`src/rtl/hdx_pkg.sv`:
```
// Shared types for the half-duplex command/response controller.
// Assumes: nothing beyond IEEE 1800-2017.
package hdx_pkg;
    // Frame phases of the controller sequencer.
    typedef enum logic [1:0] {
        ST_IDLE = 2'd0,
        ST_CMD  = 2'd1,
        ST_SYNC = 2'd2,
        ST_DATA = 2'd3
    } hdx_state_e;
endpackage

```
`src/rtl/hdx_bit_timer.sv`:
```
// Serial clock generator. While run is high it produces an idle-low
// clock whose low and high halves each last HALF system cycles, plus
// single-cycle ticks marking the rising and falling edges.
// Assumes: HALF >= 1; run low returns the clock to its idle state.
module hdx_bit_timer #(
    parameter int HALF = 2
) (
    input  logic clk,
    input  logic rst_n,
    input  logic run,
    output logic sclk,
    output logic rise_tick,
    output logic fall_tick
);
    localparam int CW = (HALF > 1) ? $clog2(HALF) : 1;

    logic [CW-1:0] cnt;
    logic          at_end;

    assign at_end    = run && (cnt == CW'(HALF - 1));
    assign rise_tick = at_end && !sclk;
    assign fall_tick = at_end && sclk;

    // Count half periods and flip the serial clock at each boundary.
    always_ff @(posedge clk) begin
        if (!rst_n || !run) begin
            cnt  <= '0;
            sclk <= 1'b0;
        end else if (at_end) begin
            cnt  <= '0;
            sclk <= ~sclk;
        end else begin
            cnt  <= cnt + 1'b1;
        end
    end
endmodule

```
`src/rtl/hdx_tx_shift.sv`:
```
// Parallel-in, serial-out register that presents its MSB first.
// Zeros are shifted in behind the data.
// Assumes: load has priority over shift.
module hdx_tx_shift #(
    parameter int W = 8
) (
    input  logic         clk,
    input  logic         rst_n,
    input  logic         load,
    input  logic [W-1:0] din,
    input  logic         shift,
    output logic         msb
);
    logic [W-1:0] sreg;

    assign msb = sreg[W-1];

    // Hold, load or advance the outgoing word.
    always_ff @(posedge clk) begin
        if (!rst_n)     sreg <= '0;
        else if (load)  sreg <= din;
        else if (shift) sreg <= {sreg[W-2:0], 1'b0};
    end
endmodule

```
`src/rtl/hdx_rx_shift.sv`:
```
// Serial-in, parallel-out register. Each enabled bit enters at the LSB,
// so after n bits the word is right-aligned with its first bit at n-1.
// Assumes: clear has priority over a sample.
module hdx_rx_shift #(
    parameter int W = 16
) (
    input  logic         clk,
    input  logic         rst_n,
    input  logic         clear,
    input  logic         en,
    input  logic         din,
    output logic [W-1:0] q
);
    // Collect incoming bits from the LSB side.
    always_ff @(posedge clk) begin
        if (!rst_n)      q <= '0;
        else if (clear)  q <= '0;
        else if (en)     q <= {q[W-2:0], din};
    end
endmodule

```
`src/rtl/hdx_cmd_link.sv`:
```
// Half-duplex command/response serial controller (top).
// A valid request selects the device, sends CMD_BITS command bits MSB
// first, samples one start bit, then samples len payload bits. The
// output line is driven low during the reply. cs_n is released at the
// edge that ends the last payload cell, together with a done pulse.
// Assumes: the device changes sdi only while sclk is low.
module hdx_cmd_link #(
    parameter int CMD_BITS = 8,
    parameter int MIN_LEN  = 4,
    parameter int MAX_LEN  = 16,
    parameter int HALF     = 2,
    localparam int LEN_W   = $clog2(MAX_LEN + 1)
) (
    input  logic                clk,
    input  logic                rst_n,
    input  logic                start,
    input  logic [CMD_BITS-1:0] cmd,
    input  logic [LEN_W-1:0]    len,
    output logic                busy,
    output logic                done,
    output logic [MAX_LEN-1:0]  rsp_data,
    output logic                start_err,
    output logic                len_err,
    output logic                cs_n,
    output logic                sclk,
    output logic                sdo,
    input  logic                sdi
);
    import hdx_pkg::*;

    localparam int SPAN  = (MAX_LEN > CMD_BITS) ? MAX_LEN : CMD_BITS;
    localparam int CNT_W = $clog2(SPAN + 1);

    hdx_state_e          state;
    logic [CNT_W-1:0]    bitcnt;
    logic [LEN_W-1:0]    len_q;
    logic                sync_bit;
    logic                len_ok;
    logic                accept;
    logic                rise_tick;
    logic                fall_tick;
    logic                tx_msb;
    logic [MAX_LEN-1:0]  rx_q;

    assign len_ok = (len >= LEN_W'(MIN_LEN)) && (len <= LEN_W'(MAX_LEN));
    assign accept = (state == ST_IDLE) && start && len_ok;
    assign busy   = (state != ST_IDLE);
    assign sdo    = (state == ST_CMD) && tx_msb;

    hdx_bit_timer #(.HALF(HALF)) u_timer (
        .clk       (clk),
        .rst_n     (rst_n),
        .run       (busy),
        .sclk      (sclk),
        .rise_tick (rise_tick),
        .fall_tick (fall_tick)
    );

    hdx_tx_shift #(.W(CMD_BITS)) u_tx (
        .clk   (clk),
        .rst_n (rst_n),
        .load  (accept),
        .din   (cmd),
        .shift ((state == ST_CMD) && fall_tick),
        .msb   (tx_msb)
    );

    hdx_rx_shift #(.W(MAX_LEN)) u_rx (
        .clk   (clk),
        .rst_n (rst_n),
        .clear (accept),
        .en    ((state == ST_DATA) && rise_tick),
        .din   (sdi),
        .q     (rx_q)
    );

    // Frame sequencer: phases, bit counting, select and result capture.
    always_ff @(posedge clk) begin
        if (!rst_n) begin
            state     <= ST_IDLE;
            cs_n      <= 1'b1;
            bitcnt    <= '0;
            len_q     <= '0;
            sync_bit  <= 1'b0;
            done      <= 1'b0;
            len_err   <= 1'b0;
            rsp_data  <= '0;
            start_err <= 1'b0;
        end else begin
            done    <= 1'b0;
            len_err <= 1'b0;
            unique case (state)
                ST_IDLE: begin
                    if (start && len_ok) begin
                        state  <= ST_CMD;
                        cs_n   <= 1'b0;
                        bitcnt <= '0;
                        len_q  <= len;
                    end else if (start) begin
                        len_err <= 1'b1;
                    end
                end
                ST_CMD: begin
                    if (fall_tick) begin
                        if (bitcnt == CNT_W'(CMD_BITS - 1)) begin
                            state  <= ST_SYNC;
                            bitcnt <= '0;
                        end else begin
                            bitcnt <= bitcnt + 1'b1;
                        end
                    end
                end
                ST_SYNC: begin
                    if (rise_tick) sync_bit <= sdi;
                    if (fall_tick) state <= ST_DATA;
                end
                ST_DATA: begin
                    if (fall_tick) begin
                        if (bitcnt == CNT_W'(len_q - LEN_W'(1))) begin
                            state     <= ST_IDLE;
                            cs_n      <= 1'b1;
                            done      <= 1'b1;
                            rsp_data  <= rx_q;
                            start_err <= sync_bit;
                        end else begin
                            bitcnt <= bitcnt + 1'b1;
                        end
                    end
                end
                default: state <= ST_IDLE;
            endcase
        end
    end
endmodule

```
`config.mk`:
```
export PLATFORM = sky130hd
export DESIGN_NAME = hdx_cmd_link
export DESIGN_NICKNAME = d
export VERILOG_FILES = /design/src/rtl/hdx_pkg.sv /design/src/rtl/hdx_bit_timer.sv /design/src/rtl/hdx_tx_shift.sv /design/src/rtl/hdx_rx_shift.sv /design/src/rtl/hdx_cmd_link.sv
export SDC_FILE = /design/constraint.sdc
export NUM_CORES = 1
export LEC_CHECK = 0
export ABC_CLOCK_PERIOD_IN_PS = 4250
export BUFFER_PORTS_ARGS = -buffer_cell sky130_fd_sc_hd__buf_2
export CORE_MARGIN = 4
export CORE_UTILIZATION = 41
export DETAILED_ROUTE_END_ITERATION = 7
export HOLD_SLACK_MARGIN = 0.12
export SLEW_MARGIN = 0
export SYNTH_ARGS = -nofsm -noshare
export SYNTH_HDL_FRONTEND = slang
export SYNTH_SLANG_ARGS = --single-unit
```
`constraint.sdc`:
```
create_clock -name clk -period 4.25 [get_ports clk]
set_clock_uncertainty 0.05 [all_clocks]
set_input_delay 0.2125 -clock clk [delete_from_list [all_inputs] [get_ports clk]]
set_output_delay 0.2125 -clock clk [all_outputs]
set_load 0.05 [all_outputs]
```
==> impl_table.tex <==
\begin{tabular}{lr}
\hline
Metric & Value \\
\hline
\multicolumn{2}{l}{\textbf{Run status}} \\
\quad Status & finished, final reports clean \\
\multicolumn{2}{l}{\textbf{Clock network}} \\
\quad Clk slew on worst S/H paths & roughly 0.070 ns \\
\quad Insertion delay of the later-clocked pin in the worst-skew pair & 0.33 ns \\
\quad Post-cts repair resize count & 0 \\
\quad TritonCTS clock tree & built \\
\quad Buffer count from post-CTS setup fixing & 0 \\
\quad Hold bufs inserted after CTS & 9 \\
\quad Clock H-tree levels & 3 \\
\quad Library cell used as clock root buffer & sky130\_fd\_sc\_hd\_\_clkbuf\_8 \\
\quad TritonCTS Sinks & $\sim$60 \\
\quad CTS buffer count & 9 \\
\quad Worst-case clock buffer depth & 2 \\
\multicolumn{2}{l}{\textbf{Synthesis}} \\
\quad Synthesized instance count & just under 300 \\
\quad Count of flip-flops with a built-in enable after synthesis & 0 \\
\quad Share of the yosys chip area belonging to registers & 0.458 \\
\quad Yosys reg bits & 59 \\
\quad Synth warn & 0 \\
\quad Commonest register cell after synthesis & sky130\_fd\_sc\_hd\_\_dfxtp\_1 \\
\quad Number of nets in the synthesized netlist & 318 \\
\quad Synthesized area divided by synthesized cell count & 8.75 um2 \\
\quad Cell area after synthesis & 2580 um2 \\
\quad Share of flip-flops with an asynchronous set or reset after synthesis & 0 \\
\quad Unique masters post-synth & between 40 and 50 \\
\multicolumn{2}{l}{\textbf{Min path}} \\
\quad Worst Hold Depth & 2 \\
\quad Type of the most critical hold path & in2reg \\
\multicolumn{2}{l}{\textbf{Die}} \\
\quad Initial cell density of the core & 0.428 \\
\quad Placeable core region & between 6000 and 7000 um2 \\
\quad Chip Height & 87.3 um \\
\quad Number of top-level design ports & 40 \\
\quad Std cell rows & 28 \\
\quad Floorplan die width & approximately 87 um \\
\quad Total Die Area & 7630 um2 \\
\multicolumn{2}{l}{\textbf{Setup path}} \\
\quad Critical path's top delay family & simple AND/OR/NAND/NOR gates \\
\quad Sort of element at the start of the critical path & register \\
\quad Cell with the biggest individual delay on the critical path & sky130\_fd\_sc\_hd\_\_and3b\_1 \\
\quad CP peak stage delay & between 0.4 and 0.5 ns \\
\quad Kind of capture point of the worst setup path & register \\
\quad Crit path buf inv count & 2 \\
\quad Data arrival at the endpoint of the critical path & 2.36 ns \\
\quad Worst EP required & between 4 and 5 ns \\
\quad Worst R2R Setup Slack & 2.01 ns \\
\quad Stages on the worst setup path & 8 \\
\quad Sequence of cells on the critical path & inv\_1, ha\_1, and3b\_1, and2\_1, o2111ai\_2, buf\_4, mux2i\_1, nor2\_1 \\
\quad Worst setup path category & reg2reg \\
\quad Max FO, Critical Path & 19 \\
\quad Worst r2r path cells & 8 \\
\multicolumn{2}{l}{\textbf{Power and ir drop}} \\
\quad Standby leakage power & 1.41 nW \\
\quad Largest vdd supply drop & 0.244 mV \\
\quad PD cells & $\sim$470 nW/um2 \\
\quad Total power after layout & 1.46 mW \\
\multicolumn{2}{l}{\textbf{GRT}} \\
\quad Global-route wire length before repair & 9480 um \\
\quad Overall routing resource usage & 0.157 \\
\quad Initial antenna violation count & 0 \\
\quad Largest net degree at the start of global routing & 34 \\
\quad Global route overflow & 0 \\
\quad Number of global-route vias before repair & 2039 \\
\multicolumn{2}{l}{\textbf{STA}} \\
\quad Final Worst Setup Slack & 2.01 ns \\
\quad Tightest Pin Transition & 1.09 ns \\
\quad RSZ-0062 raised after global routing & no \\
\quad Max Clock Freq & 0.446 GHz \\
\quad Hold violation total from the final report & 0 \\
\quad Clock period minus worst slack & 2.24 ns \\
\quad Total count of max-transition violations in the final report & 0 \\
\quad TNS Setup & 0 ns \\
\quad Tightest slew margin relative to the limit & 0.273 \\
\quad Post-route fraction of the period consumed by the critical path & 0.527 \\
\quad Setup violation total in the final timing report & 0 \\
\multicolumn{2}{l}{\textbf{Placed design}} \\
\quad Worst-case setup slack after placement & 2.01 ns \\
\quad RD Place Congestion & between 0.8 and 0.9 \\
\quad Number of port buffers & 39 \\
\quad DPL Wire Length & $\sim$3700 um \\
\multicolumn{2}{l}{\textbf{Cells and area}} \\
\quad Net count of the finished layout & 363 \\
\quad Inserted Diodes & 0 \\
\quad Ratio of cells with drive above 1 in the final layout & 0.183 \\
\quad Area growth, synth to finish & 20.3\% \\
\multicolumn{2}{l}{\textbf{Detailed routing}} \\
\quad Routed vias & between 2000 and 2500 \\
\quad Detailed-route wire length per cell & 13.2 um \\
\quad Pre-Repair DR Iteration Count & 4 \\
\quad Total Routed Length & 5510 um \\
\quad Starting DRC count in detailed routing & a little over 90 \\
\quad Routed via count divided by cell count & 5.03 \\
\quad Post-route DRC violation count & 0 \\
\quad Residual antenna-violating net count after detailed routing & 0 \\
\multicolumn{2}{l}{\textbf{Run}} \\
\quad Max-cap viol count & 0 \\
\hline
\end{tabular}
synth_stat cells, types with 2 or more instances:
| library cell | number | share of area |
|---|---|---|
| sky130_fd_sc_hd__dfxtp_1 | 59 | 0.46 |
| sky130_fd_sc_hd__nand2_1 | 56 | 0.081 |
| sky130_fd_sc_hd__nor2_1 | 36 | 0.052 |
| sky130_fd_sc_hd__mux2i_1 | 27 | 0.10 |
| sky130_fd_sc_hd__a21oi_1 | 22 | 0.043 |
| sky130_fd_sc_hd__nand3_1 | 11 | 0.021 |
| sky130_fd_sc_hd__clkbuf_1 | 9 | 0.013 |
| sky130_fd_sc_hd__inv_1 | 9 | 0.013 |
| sky130_fd_sc_hd__a311oi_1 | 7 | 0.024 |
| sky130_fd_sc_hd__ha_1 | 6 | 0.029 |
| sky130_fd_sc_hd__nor3_1 | 4 | 0.0078 |
| sky130_fd_sc_hd__xor2_1 | 4 | 0.014 |
| sky130_fd_sc_hd__and2_1 | 3 | 0.0073 |
| sky130_fd_sc_hd__buf_6 | 3 | 0.013 |
| sky130_fd_sc_hd__nand2b_1 | 3 | 0.0073 |
| sky130_fd_sc_hd__o21ai_0 | 3 | 0.0058 |
| sky130_fd_sc_hd__xnor2_1 | 3 | 0.010 |
| sky130_fd_sc_hd__and3_1 | 2 | 0.0048 |
| sky130_fd_sc_hd__buf_2 | 2 | 0.0039 |
| sky130_fd_sc_hd__nand3b_1 | 2 | 0.0058 |
| sky130_fd_sc_hd__o2111ai_1 | 2 | 0.0068 |
| sky130_fd_sc_hd__o211ai_1 | 2 | 0.0058 |
through the flow:
stage / utilization / std cells / cell area [um2] / hold slack [ns]
after floorplan: - / 295 / 2580 / 0.276
after global placement: 0.464 / 395 / 2800 / 0.393
after detailed placement: 0.464 / 395 / 2800 / 0.399
after CTS: 0.515 / 419 / 3100 / 0.134
after global routing: 0.515 / 419 / 3100 / 0.152
final: 0.515 / 419 / 3100 / 0.147
final timing paths:
check,to,start
min reg2reg,u_rx.q[15],u_rx.q[15]
min,cs_n,rst_n
max reg2reg,rsp_data[3],state[0]
max,rsp_data[3],state[0]
kinds of logic after synthesis:
family | count (synthesis) | synth area share
muxes | 27 | 0.105
and+or+nand+nor | 125 | 0.214
xor gates and xnor gates | 7 | 0.0238
DFF | 59 | 0.458
adders and majority gates | 6 | 0.0291
AOI/OAI and AO/OA | 47 | 0.125
buffers and inverters | 24 | 0.0460
registers in the layout, indices dropped and copies added (netlist names):
register      cells
u_rx.q           16
u_tx.sreg         8
start_err         1
len_q             5
len_err           1
sync_bit          1
cs_n              1
u_timer.cnt       1
u_timer.sclk      1
done              1
state             2
bitcnt            5
rsp_data         16
layout by cell type, fill, tap and decap left out, types with 2 or more instances in the layout:
cell type and n:
sky130_fd_sc_hd__o211ai_1 2, sky130_fd_sc_hd__nand2b_1 3, sky130_fd_sc_hd__nor2_1 36, sky130_fd_sc_hd__a311oi_1 7
sky130_fd_sc_hd__xnor2_1 3, sky130_fd_sc_hd__xor2_1 4, sky130_fd_sc_hd__a21oi_1 22, sky130_fd_sc_hd__o21ai_0 3
sky130_fd_sc_hd__buf_2 39, sky130_fd_sc_hd__inv_1 9, sky130_fd_sc_hd__nand2_1 56, sky130_fd_sc_hd__ha_1 6
sky130_fd_sc_hd__dlygate4sd3_1 9, sky130_fd_sc_hd__clkbuf_8 10, sky130_fd_sc_hd__nand3_1 11, sky130_fd_sc_hd__dfxtp_1 59
sky130_fd_sc_hd__and2_1 3, sky130_fd_sc_hd__and3_1 2, sky130_fd_sc_hd__mux2i_1 27, sky130_fd_sc_hd__nand3b_1 2
sky130_fd_sc_hd__nor3_1 4, sky130_fd_sc_hd__bufinv_16 2, sky130_fd_sc_hd__clkinv_2 2
report_power, final:
group	internal (mW)	switching, mW	total (mW)
registers	0.583	0.0237	0.606
logic	0.107	0.189	0.295
clock network	0.340	0.215	0.556
layer usage:
metal,part of all wire,GRT usage,vias up,routed length [um]
met5,0,0,-,0
met4,0.015,0.0725,0,83
met3,0.050,0.0350,8,277
met2,0.41,0.236,52,2280
met1,0.52,0.213,944,2870
li1,-,-,1103,-
layout make-up:
cell class / instances / area [um2]
flip-flops and latches: 59 / 1180
multi-input cells: 212 / 1290
clock buffers: 10 / 138
repair buffers: 49 / 293
inverters: 9 / 33.8
fillers: 575 / 2920
clock inverters: 5 / 77.6
well taps: 75 / 93.8
No activity file was read; power rests on OpenSTA's default activity.
